## src/rtl/ps_pkg.sv

```systemverilog
package ps_pkg;
  localparam int unsigned PROG_W = 7;
  localparam int unsigned SWAL_W = 6;
endpackage

```

## src/rtl/ps_shadow.sv

```systemverilog
module ps_shadow #(
  parameter int unsigned W = 4
) (
  input  logic         clk_i,
  input  logic         rst_ni,
  input  logic         load_i,
  input  logic [W-1:0] d_i,
  output logic [W-1:0] q_o
);
  always_ff @(posedge clk_i or negedge rst_ni) begin
    if (!rst_ni)     q_o <= '0;
    else if (load_i) q_o <= d_i;
  end
endmodule

```

## src/rtl/ps_prog_ctr.sv

```systemverilog
module ps_prog_ctr #(
  parameter int unsigned W = ps_pkg::PROG_W
) (
  input  logic         clk_i,
  input  logic         rst_ni,
  input  logic         tick_i,
  input  logic [W-1:0] term_i,
  output logic         wrap_o,
  output logic [W-1:0] cnt_o
);
  assign wrap_o = tick_i && (cnt_o == term_i);

  always_ff @(posedge clk_i or negedge rst_ni) begin
    if (!rst_ni)      cnt_o <= '0;
    else if (wrap_o)  cnt_o <= '0;
    else if (tick_i)  cnt_o <= cnt_o + 1'b1;
  end
endmodule

```

## src/rtl/ps_swal_ctr.sv

```systemverilog
module ps_swal_ctr #(
  parameter int unsigned W = ps_pkg::SWAL_W
) (
  input  logic         clk_i,
  input  logic         rst_ni,
  input  logic         tick_i,
  input  logic         clr_i,
  input  logic [W-1:0] term_i,
  output logic         mod_o,
  output logic [W-1:0] cnt_o
);
  logic step;
  // enable gated by inverse of modulus control: count freezes once reached
  assign step = tick_i && !mod_o;

  always_ff @(posedge clk_i or negedge rst_ni) begin
    if (!rst_ni) begin
      cnt_o <= '0;
      mod_o <= 1'b0;
    end else if (clr_i) begin
      cnt_o <= '0;
      mod_o <= 1'b0;
    end else if (step) begin
      if (cnt_o == term_i) mod_o <= 1'b1;
      else                 cnt_o <= cnt_o + 1'b1;
    end
  end
endmodule

```

## src/rtl/pulse_swallow_ctr.sv

```systemverilog
module pulse_swallow_ctr #(
  parameter int unsigned PROG_W = ps_pkg::PROG_W,
  parameter int unsigned SWAL_W = ps_pkg::SWAL_W
) (
  input  logic              clk_i,
  input  logic              rst_ni,
  input  logic              tick_i,
  input  logic [PROG_W-1:0] prog_val_i,
  input  logic [SWAL_W-1:0] swal_val_i,
  output logic              mod_ctl_o,
  output logic              div_pulse_o
);
  logic              arm_q;
  logic              wrap;
  logic              load;
  logic [PROG_W-1:0] prog_q, prog_eff, prog_cnt;
  logic [SWAL_W-1:0] swal_q, swal_eff, swal_cnt;

  // until the first tick the shadows follow the inputs
  always_ff @(posedge clk_i or negedge rst_ni) begin
    if (!rst_ni)     arm_q <= 1'b1;
    else if (tick_i) arm_q <= 1'b0;
  end

  assign load     = arm_q || wrap;
  assign prog_eff = arm_q ? prog_val_i : prog_q;
  assign swal_eff = arm_q ? swal_val_i : swal_q;

  ps_shadow #(.W(PROG_W)) u_prog_sh (
    .clk_i, .rst_ni, .load_i(load), .d_i(prog_val_i), .q_o(prog_q)
  );

  ps_shadow #(.W(SWAL_W)) u_swal_sh (
    .clk_i, .rst_ni, .load_i(load), .d_i(swal_val_i), .q_o(swal_q)
  );

  ps_prog_ctr #(.W(PROG_W)) u_prog (
    .clk_i, .rst_ni, .tick_i, .term_i(prog_eff), .wrap_o(wrap), .cnt_o(prog_cnt)
  );

  ps_swal_ctr #(.W(SWAL_W)) u_swal (
    .clk_i, .rst_ni, .tick_i, .clr_i(wrap), .term_i(swal_eff),
    .mod_o(mod_ctl_o), .cnt_o(swal_cnt)
  );

  always_ff @(posedge clk_i or negedge rst_ni) begin
    if (!rst_ni) div_pulse_o <= 1'b0;
    else         div_pulse_o <= wrap;
  end
endmodule


```

## config.mk

```make
export PLATFORM = sky130hd
export DESIGN_NAME = pulse_swallow_ctr
export DESIGN_NICKNAME = d
export VERILOG_FILES = /design/src/rtl/ps_pkg.sv /design/src/rtl/ps_shadow.sv /design/src/rtl/ps_prog_ctr.sv /design/src/rtl/ps_swal_ctr.sv /design/src/rtl/pulse_swallow_ctr.sv
export SDC_FILE = /design/constraint.sdc
export NUM_CORES = 1
export LEC_CHECK = 0
export BUFFER_PORTS_ARGS = -buffer_cell sky130_fd_sc_hd__buf_2
export CORE_ASPECT_RATIO = 0.5
export CORE_UTILIZATION = 56
export DETAILED_ROUTE_END_ITERATION = 7
export PLACE_DENSITY = 0.81
export SLEW_MARGIN = 25
export SYNTH_ARGS = -nofsm -noshare
export SYNTH_HDL_FRONTEND = slang
export SYNTH_HIERARCHICAL = 1
export SYNTH_SLANG_ARGS = --single-unit
```

## constraint.sdc

```tcl
create_clock -name clk_i -period 3.11 [get_ports clk_i]
set_input_delay 0.1555 -clock clk_i [delete_from_list [all_inputs] [get_ports clk_i]]
set_output_delay 0.1555 -clock clk_i [all_outputs]
set_load 0.05 [all_outputs]
```

==> results.json, run 1 <==
{
  "cts_buffers": 5,
  "wl_per_cell_um": 15.9,
  "power_frac_comb_pct": 43.3,
  "vias_per_cell": 5.59,
  "fin_nets": 176,
  "fp.dieW_um": 80.3,
  "ios": 18,
  "die_area_mm2": 0.00330,
  "crit_chain": "mux2_2 -> xnor2_1 -> nand4_1 -> nor4_4 -> and2_1 -> or2_1 -> buf_4 -> mux2_4",
  "place_worst_setup_slack_ns": 0.464,
  "antenna_found_initial": 0,
  "final_util_pct": 69.2,
  "yosysWarnings": 6,
  "fp.dieH_um": 41.2,
  "drcViolationCount": 0,
  "syn_area_mm2": 0.00172,
  "cts_tree": "yes",
  "synth_cell_type_count": 30,
  "grt_pass1_vias": 1040,
  "synth_xor_area_share_pct": 8.67,
  "max_stage_delay_ns": 0.78,
  "p_clk_share_pct": 17.1,
  "holdPathStages": 2,
  "synth_compound_area_share_pct": 4.74,
  "intPower_mw": 1.10,
  "postCtsHoldBufs": 1,
  "routabilityCongestion": 0.762,
  "grt_overflow": 0,
  "final_layout_size_suffix_gt1_share_pct": 37.1,
  "p_leak_nw": 0.890,
  "slew_headroom_pct": 55.8,
  "insertion_delay_ns": 0.28,
  "fmax_ghz": 0.375,
  "powerDensity_mw_per_mm2": 920,
  "worstSetupPathType": "reg -> reg",
  "critPathMaxFanout": 15,
  "setup_tns_ns": 0,
  "switchingPower_mw": 0.645,
  "timing.final.crit_share_pct": 85.7,
  "drv_cap": 0,
  "r2r_end": "u_prog_sh/q_o[3]$_DFFE_PN0P_",
  "async_flop_share_pct": 100,
  "grt_pass1_wl_mm": 4.95,
  "num_rows": 13,
  "synth_mux_area_share_pct": 25.7,
  "diodes": 0,
  "drtIter0Drc": 39,
  "htreeDepth": 2,
  "synth-simple-area-share_pct": 13.3,
  "switching_share_pct": 36.9,
  "r2r_slack_ns": 0.44,
  "outcome": "completed",
  "p_total_mw": 1.75,
  "hp-class": "in -> reg",
  "clk_pin_slew_ns": 0.07,
  "port_buffers": 17,
  "syn_avg_cell_area_um2": 12.6,
  "worst_slew_pin_slew_ns": 0.664,
  "synth-edff-count": 0,
  "crit_path_start_kind": "register",
  "postSynthRegisterBits": 29,
  "clockRootBuffer": "clkbuf_8",
  "syn2layout_area_growth_pct": 10.8,
  "cpLargestDelayFamily": "flip-flops",
  "min-delay-start": "swal_val_i[0]",
  "end_kind": "register",
  "ant_nets": 0,
  "period_minus_slack_ns": 2.67,
  "setup_viol": 0,
  "clock_skew_ns": 0.00916,
  "design.core.area_mm2": 0.00275,
  "hold_violations": 0,
  "hold_path_end": "u_swal_sh/q_o[0]$_DFFE_PN0P_",
  "cp.required_ns": 3.27,
  "vias": 1096,
  "start_util_pct": 62.4,
  "worst_path_max_delay_cell": "dfstp_2",
  "cts_resized": 0,
  "ys_seq_area_share_pct": 42.3,
  "ir_drop_v": 0.000443,
  "rsz0062_at_grt": "false",
  "path_buf_inv": 1,
  "post-cts-setup-buffers": 0,
  "synth_top_family_by_area": "multiplexers",
  "slew_violations": 0,
  "fin_area_mm2": 0.00190,
  "ys.flop_type": "dfrtp_1",
  "cts_buffer_depth": 2,
  "seqPwrFrac_pct": 39.6,
  "grt_usage_pct": 22.2,
  "worstPathArrival_ns": 2.82,
  "reg2reg_from": "arm_q$_DFFE_PN1P_",
  "yosys.area_share.adder_pct": 1.46,
  "dp.final_hpwl_mm": 2.11,
  "fin_ws_ns": 0.444,
  "rr_worst_depth": 8,
  "grt_max_degree": 30,
  "wirelength_mm": 3.11,
  "syn_inst": 136,
  "syn-num-nets": 154,
  "clock-sinks": 29,
  "dr.pass1.iters": 4,
  "place_area_mm2": 0.00181
}
## routing by layer
layer	global-route usage (%)	part of all wire (%)	wire, µm	up-vias
met4	9.38	0.45	14	0
li1	-	-	-	520
met3	8.00	2.9	89	2
met5	0	0	0	-
met1	26.7	47	1470	556
met2	37.6	50	1540	18
## synthesized netlist by cell type, types with 2 or more instances
| master | instances | share of area, % |
|---|---|---|
| mux2_1 | 4 | 2.6 |
| buf_6 | 3 | 2.0 |
| nand2_1 | 3 | 0.66 |
| clkbuf_1 | 2 | 0.44 |
| dfrtp_1 | 28 | 41 |
| mux2_4 | 22 | 19 |
| a21oi_1 | 9 | 2.6 |
| nor2b_1 | 7 | 2.6 |
| mux2_2 | 5 | 3.3 |
| nand4_1 | 7 | 2.6 |
| and3_1 | 3 | 1.1 |
| xor2_1 | 13 | 6.6 |
| nor4_4 | 2 | 2.5 |
| xnor2_1 | 4 | 2.0 |
| nand2b_1 | 3 | 1.1 |
| ha_1 | 2 | 1.5 |
| nor2_1 | 6 | 1.3 |
## state kept, by name, indices dropped and copies added (netlist names)
signal / cells
div_pulse_o: 1
arm_q: 1
u_swal_sh/q_o: 6
u_swal/mod_o: 1
u_prog_sh/q_o: 7
u_prog/cnt_o: 7
u_swal/cnt_o: 6
## per-stage QoR
stage	instances	hold WS, ns
after floorplan	136	-0.140
after global placement	187	0.215
after detailed placement	187	0.225
after CTS	196	0.112
after global routing	196	0.112
final	196	0.112
## final cells by class
cell class              count  area [µm²]
flip-flops and latches     29         727
well taps                  37        46.3
clock inverters             2        10.0
repair buffers             21         118
inverters                   1        3.75
clock buffers               6        72.6
fillers                   200         847
multi-input cells         100         925
## logic make-up after synthesis
family / Yosys count
simple gates: 35
mux: 32
buf+inv: 7
compound gates: 14
fa+ha+maj: 2
flops: 29
xor+xnor: 17
## layout by cell type, fill, tap and decap left out, drive strengths merged, types with 4 or more instances in the layout
cell     n
nor2b    7
xor2    13
mux2    31
clkbuf   6
dfrtp   28
buf     20
nand4    7
nor2     7
a21oi    9
xnor2    4
## power by group through the flow
stage               Sequential [mW]  Combinational (mW)  Clock (mW)
CTS                           0.691               0.755       0.304
finish                        0.693               0.758       0.298
global route                  0.718               0.826       0.322
detailed placement            0.694               0.751           0
floorplan                     0.673               0.619           0
global placement              0.684               0.722           0
## worst register-to-register path, delay by kind of cell (launching register included)
kind	cells	cell delay (ns)
flip-flops	1	0.78
AND/OR/NAND/NOR	4	0.61
XOR/XNOR	1	0.15
buffers and inverters	1	0.26
multiplexers	2	0.75
## how the worst max path moves through the flow
stage,startpoint,to,cells after the start
6_report,arm_q$_DFFE_PN1P_,u_prog_sh/q_o[3]$_DFFE_PN0P_,8
4_1_cts,arm_q$_DFFE_PN1P_,u_prog_sh/q_o[3]$_DFFE_PN0P_,8
2_1_floorplan,arm_q$_DFFE_PN1P_,u_swal/cnt_o[2]$_DFFE_PN0P_,9
3_5_place_dp,arm_q$_DFFE_PN1P_,u_prog_sh/q_o[3]$_DFFE_PN0P_,8
5_1_grt,arm_q$_DFFE_PN1P_,u_prog_sh/q_o[3]$_DFFE_PN0P_,8
3_3_place_gp,arm_q$_DFFE_PN1P_,u_prog_sh/q_o[6]$_DFFE_PN0P_,8
No activity file was read; power rests on OpenSTA's default activity.
==> run 2: changes to the inputs <==
--- a/config.mk
+++ b/config.mk
@@ -5,6 +5,7 @@
 export SDC_FILE = /design/constraint.sdc
 export NUM_CORES = 1
 export LEC_CHECK = 0
+export ABC_AREA = 1
 export BUFFER_PORTS_ARGS = -buffer_cell sky130_fd_sc_hd__buf_2
 export CORE_ASPECT_RATIO = 0.5
 export CORE_UTILIZATION = 56
==> results.json, run 2 <==
{
  "vias": 1629,
  "grt_overflow": 0,
  "final_layout_size_suffix_gt1_share_pct": 18.9,
  "cts_tree": "yes",
  "diodes": 0,
  "yosysWarnings": 6,
  "syn_inst": 269,
  "worst_slew_pin_slew_ns": 0.651,
  "start_util_pct": 60.1,
  "syn_avg_cell_area_um2": 6.80,
  "fin_nets": 308,
  "ys.flop_type": "dfrtp_1",
  "antenna_found_initial": 0,
  "layout_commonest_cell": "nand2_1",
  "ios": 18,
  "critPathMaxFanout": 15,
  "async_flop_share_pct": 100,
  "cts_buffer_depth": 2,
  "syn_area_mm2": 0.00183,
  "setup_tns_ns": 0,
  "yosysTopAreaCell": "dfrtp_1",
  "period_minus_slack_ns": 2.31,
  "routabilityCongestion": 0.839,
  "synth-edff-count": 0,
  "yosysMostFrequentCell": "nand2_1",
  "num_rows": 14,
  "ir_drop_v": 0.000415,
  "cts_buffers": 5,
  "worstPathArrival_ns": 2.48,
  "htreeDepth": 2,
  "fp.dieH_um": 42.4,
  "drtIter0Drc": 98,
  "synth.area.top_cells": "dfrtp_1 (38%), nand2_1 (29%), inv_1 (5.9%), nand3_1 (3.6%), nor2_2 (3.1%)",
  "p_leak_nw": 1.16,
  "syn2layout_area_growth_pct": 11.4,
  "ant_nets": 0,
  "clock_skew_ns": 0.00541,
  "syn-num-nets": 287,
  "fmax_ghz": 0.433,
  "setup_viol": 0,
  "ys_seq_area_share_pct": 39.7,
  "postSynthRegisterBits": 29,
  "grt_pass1_vias": 1488,
  "final_cell_mix": "nand2_1 (141), inv_1 (29), dfrtp_1 (28)",
  "end_kind": "register",
  "clk_pin_slew_ns": 0.07,
  "grt_usage_pct": 23.8,
  "wirelength_mm": 3.69,
  "fillers": 262,
  "port_buffers": 17,
  "powerDensity_mw_per_mm2": 859,
  "wl_per_cell_um": 11.1,
  "grt_max_degree": 30,
  "synth_cell_type_count": 26,
  "synth_commonest_cells": "nand2_1 (141), inv_1 (29), dfrtp_1 (28)",
  "drv_cap": 0,
  "final_util_pct": 66.9,
  "insertion_delay_ns": 0.28,
  "grt_pass1_wl_mm": 6.56,
  "dr.pass1.iters": 4,
  "slew_violations": 0,
  "vias_per_cell": 4.92,
  "worstSetupPathType": "reg -> reg",
  "crit_path_start_kind": "register",
  "slew_headroom_pct": 56.6,
  "p_total_mw": 1.75,
  "outcome": "completed",
  "dp.final_hpwl_mm": 2.67,
  "rr_worst_depth": 14,
  "hold_violations": 0,
  "clock-sinks": 29,
  "clockRootBuffer": "clkbuf_8",
  "holdPathStages": 3,
  "rsz0062_at_grt": "false",
  "cts_resized": 0,
  "largestRegisters": "u_prog/cnt_o (7), u_prog_sh/q_o (7)",
  "fp.dieW_um": 82.9,
  "design.core.area_mm2": 0.00305,
  "die_area_mm2": 0.00352,
  "drcViolationCount": 0,
  "cp.required_ns": 3.28,
  "hp-class": "in -> reg",
  "synth_top_area_share_pct": 38.3,
  "timing.final.crit_share_pct": 74.2
}
==> run 2: cell count changes after synthesis, sizes merged, moves of 9 or more <==
cell / change
inv: +37
nand3: +14
nand2: +142
xor2: -9
nor2: +10
mux2: -31
==> run 2: layer usage <==
| metal | track usage (%) | wire length (µm) |
|---|---|---|
| met5 | 0 | 0 |
| met2 | 40.2 | 1680 |
| met1 | 30.9 | 1800 |
| met3 | 6.30 | 182 |
| met4 | 5.86 | 29 |
==> run 2: worst max-delay path, stage by stage, from the launching register on <==
cell	delay [ns]
dfstp_2	0.68
inv_2	0.17
nand2_1	0.09
nand2_1	0.09
inv_1	0.06
nand2_1	0.05
nand2_1	0.08
nand2_1	0.07
nor2_2	0.10
nand2_2	0.09
inv_4	0.13
or2_2	0.32
inv_2	0.12
nand2_1	0.08
nand2_1	0.06
==> run 2: area by class of cell <==
class                           instances  area (µm²)  share of cell area, %
Timing Repair Buffer                   18        95.1                   4.66
Tap cell                               40        50.0                   2.45
Clock inverter                          1        5.00                  0.245
Sequential cell                        29         727                   35.6
Multi-Input combinational cell        197         915                   44.8
Inverter                               39         151                   7.42
Clock buffer                            7        96.3                   4.72
==> run 2: final timing paths <==
| kind | from | end | slack, ns |
|---|---|---|---|
| max in group asynchronous | rst_ni | u_prog/cnt_o[5]$_DFFE_PN0P_ | 2.24 |
| hold reg to reg | u_swal_sh/q_o[0]$_DFFE_PN0P_ | u_swal_sh/q_o[0]$_DFFE_PN0P_ | 0.47 |
| hold / removal | swal_val_i[5] | u_swal_sh/q_o[5]$_DFFE_PN0P_ | 0.09 |
| min in group asynchronous | rst_ni | u_swal_sh/q_o[4]$_DFFE_PN0P_ | 0.44 |
| setup reg to reg | arm_q$_DFFE_PN1P_ | u_prog_sh/q_o[3]$_DFFE_PN0P_ | 0.80 |
| setup / recovery | arm_q$_DFFE_PN1P_ | u_prog_sh/q_o[3]$_DFFE_PN0P_ | 0.80 |
==> run 2: logic make-up (layout without fill, tap and decap cells) <==
group	after synthesis	in the layout	synth area share, %
buffers and inverters	43	65	10.3
AND/OR/NAND/NOR	185	185	44.6
adder cells (fa/ha/maj)	2	2	1.37
flip-flops	29	29	39.7
AO/OA/AOI/OAI	5	5	1.57
XOR/XNOR	5	5	2.39
==> run 2: report_power, final <==
| part | internal [mW] | total [mW] | switching, mW |
|---|---|---|---|
| clock network | 0.200 | 0.348 | 0.148 |
| logic | 0.278 | 0.756 | 0.478 |
| registers | 0.524 | 0.648 | 0.124 |
==> run 2: repair_timing <==
item,4_1_cts,5_1_grt
hold buffers,1,0
endpoints found under the hold margin,28,0
setup buffers,0,0
==> run 2: through the flow <==
stage	cell area (µm²)	cells	setup slack (ns)	hold WS [ns]
after detailed placement	1930	322	0.837	0.223
after floorplan	1830	269	1.13	-0.140
after global placement	1930	322	0.988	0.212
final	2040	331	0.802	0.0866
after global routing	2040	331	0.557	0.101
after CTS	2040	331	0.833	0.0807
==> run 3: changes to the inputs <==
--- a/config.mk
+++ b/config.mk
@@ -8,7 +8,7 @@
 export ABC_AREA = 1
 export BUFFER_PORTS_ARGS = -buffer_cell sky130_fd_sc_hd__buf_2
 export CORE_ASPECT_RATIO = 0.5
-export CORE_UTILIZATION = 56
+export CORE_UTILIZATION = 53
 export DETAILED_ROUTE_END_ITERATION = 7
 export PLACE_DENSITY = 0.81
 export SLEW_MARGIN = 25
==> constraint.sdc (replaced) <==
create_clock -name clk_i -period 2.1 [get_ports clk_i]
set_input_delay 0.105 -clock clk_i [delete_from_list [all_inputs] [get_ports clk_i]]
set_output_delay 0.105 -clock clk_i [all_outputs]
set_load 0.05 [all_outputs]
==> results.json, run 3 (same netlist as run 2, synthesis figures left out) <==
{
  "worstSetupPathType": "reg -> reg",
  "worstPathArrival_ns": 2.12,
  "powerDensity_mw_per_mm2": 1280,
  "wl_per_cell_um": 10.9,
  "setup_viol": 0,
  "clock_skew_ns": 0.00355,
  "fin_nets": 312,
  "setup_tns_ns": 0,
  "drv_cap": 0,
  "post-cts-setup-buffers": 0,
  "grt_pass1_vias": 1499,
  "wirelength_mm": 3.65,
  "hold_violations": 0,
  "wl_met1_mm": 1.78,
  "critPathMaxFanout": 15,
  "ios": 18,
  "cp_common_cell": "nand2_1",
  "rsz0062_at_grt": "false",
  "fmax_ghz": 0.515,
  "place_worst_setup_slack_ns": 0.113,
  "place_area_mm2": 0.00195,
  "largestRegisters": "u_prog/cnt_o (7), u_prog_sh/q_o (7)",
  "fp.dieW_um": 85.1,
  "wl_met3_um": 170,
  "routabilityCongestion": 0.818,
  "end_kind": "register",
  "drtIter0Drc": 85,
  "hp-class": "in -> reg",
  "vias_per_cell": 4.86,
  "port_buffers": 17,
  "final_cell_mix": "nand2_1 (141), dfrtp_1 (28), inv_1 (28)",
  "clockRootBuffer": "clkbuf_8",
  "final_layout_size_suffix_gt1_share_pct": 20.0,
  "path_buf_inv": 4,
  "fin_area_mm2": 0.00209,
  "insertion_delay_ns": 0.28,
  "cts_buffers": 5,
  "max_stage_delay_ns": 0.61,
  "worst_path_max_delay_cell": "dfstp_2",
  "crit_path_start_kind": "register",
  "clock-sinks": 29,
  "period_minus_slack_ns": 1.94,
  "die_area_mm2": 0.00371,
  "grt_pass1_wl_mm": 6.28,
  "design.core.area_mm2": 0.00314,
  "syn2layout_area_growth_pct": 14.1,
  "outcome": "completed",
  "ant_nets": 0,
  "num_rows": 14,
  "worst_slew_pin_slew_ns": 0.654,
  "final_util_pct": 66.6,
  "vias": 1628,
  "grt_overflow": 0,
  "diodes": 0,
  "clk_pin_slew_ns": 0.06,
  "place_inst": 325,
  "fillers": 262,
  "dp.final_hpwl_mm": 2.62,
  "slew_headroom_pct": 56.4,
  "layout_commonest_cell": "nand2_1",
  "cpLargestDelayFamily": "simple AND/OR/NAND/NOR gates",
  "cts_tree": "yes",
  "ir_drop_v": 0.000611,
  "grt_max_degree": 30,
  "grt_usage_pct": 22.5,
  "antenna_found_initial": 0,
  "timing.final.crit_share_pct": 92.5,
  "routed.top_layer": "met4",
  "p_leak_nw": 1.18,
  "drcViolationCount": 0,
  "dr.pass1.iters": 4,
  "wl_met2_mm": 1.68,
  "htreeDepth": 2,
  "crit_chain": "inv_2 -> nand2_1 -> nand2_1 -> inv_1 -> nand2_1 -> nand2_1 -> nand2_1 -> nor2_2 -> nand2_2 -> inv_4 -> or2_4 -> inv_2 -> nand2_1 -> nand2_1",
  "fp.dieH_um": 43.6,
  "fin_ws_ns": 0.158,
  "cp.required_ns": 2.28,
  "start_util_pct": 58.4,
  "instances_no_fill": 335,
  "cts_buffer_depth": 2,
  "slew_violations": 0
}
-- run 3: power by group --
group	switching (mW)	internal, mW
Sequential	0.183	0.777
Clock	0.213	0.386
Combinational	0.697	0.415
Total	1.09	1.58
-- run 3: worst paths after layout --
check / start / slack, ns / cells after the start / endpoint
max: arm_q$_DFFE_PN1P_ / 0.16 / 14 / u_prog_sh/q_o[2]$_DFFE_PN0P_
min: swal_val_i[1] / 0.04 / 3 / u_swal_sh/q_o[1]$_DFFE_PN0P_
max reg2reg: arm_q$_DFFE_PN1P_ / 0.16 / 14 / u_prog_sh/q_o[2]$_DFFE_PN0P_
min reg2reg: u_prog_sh/q_o[6]$_DFFE_PN0P_ / 0.48 / 2 / u_prog_sh/q_o[6]$_DFFE_PN0P_
max in group asynchronous: rst_ni / 1.29 / 2 / u_prog/cnt_o[4]$_DFFE_PN0P_
min in group asynchronous: rst_ni / 0.38 / 2 / u_swal_sh/q_o[3]$_DFFE_PN0P_
-- run 3: final cells by class --
class                      instances  area (µm²)  share of cell area, %
sequential                        29         727                   34.8
multi-input combinational        197         917                   43.9
timing repair inverter             1        5.00                  0.240
inverter                          39         155                   7.43
clock inverter                     1        30.0                   1.44
clock buffer                       7        86.3                   4.13
tap                               40        50.0                   2.40
timing repair buffer              21         118                   5.63
-- run 3: what timing repair did --
item	in CTS	in global routing
hold endpoints to repair	28	0
setup endpoints to repair	0	14
gates resized for setup	0	2
hold buffers	1	0
-- run 3: per-stage QoR --
stage / hold slack [ns] / power, mW
after floorplan: -0.191 / 1.84
after global placement: 0.166 / 2.03
after detailed placement: 0.173 / 2.06
after CTS: 0.0337 / 2.68
after global routing: 0.0352 / 2.89
final: 0.0408 / 2.67
-- run 3: routing by layer --
layer	track usage, %	vias up
li1	-	854
met1	27.9	734
met2	38.1	36
met3	8.38	4
met4	5.76	0
met5	0	-
-- run 3: worst min-delay path, delay by kind of cell --
| family | cells | cell delay [ns] |
|---|---|---|
| simple gates | 2 | 0.10 |
| buf+inv | 1 | 0.09 |
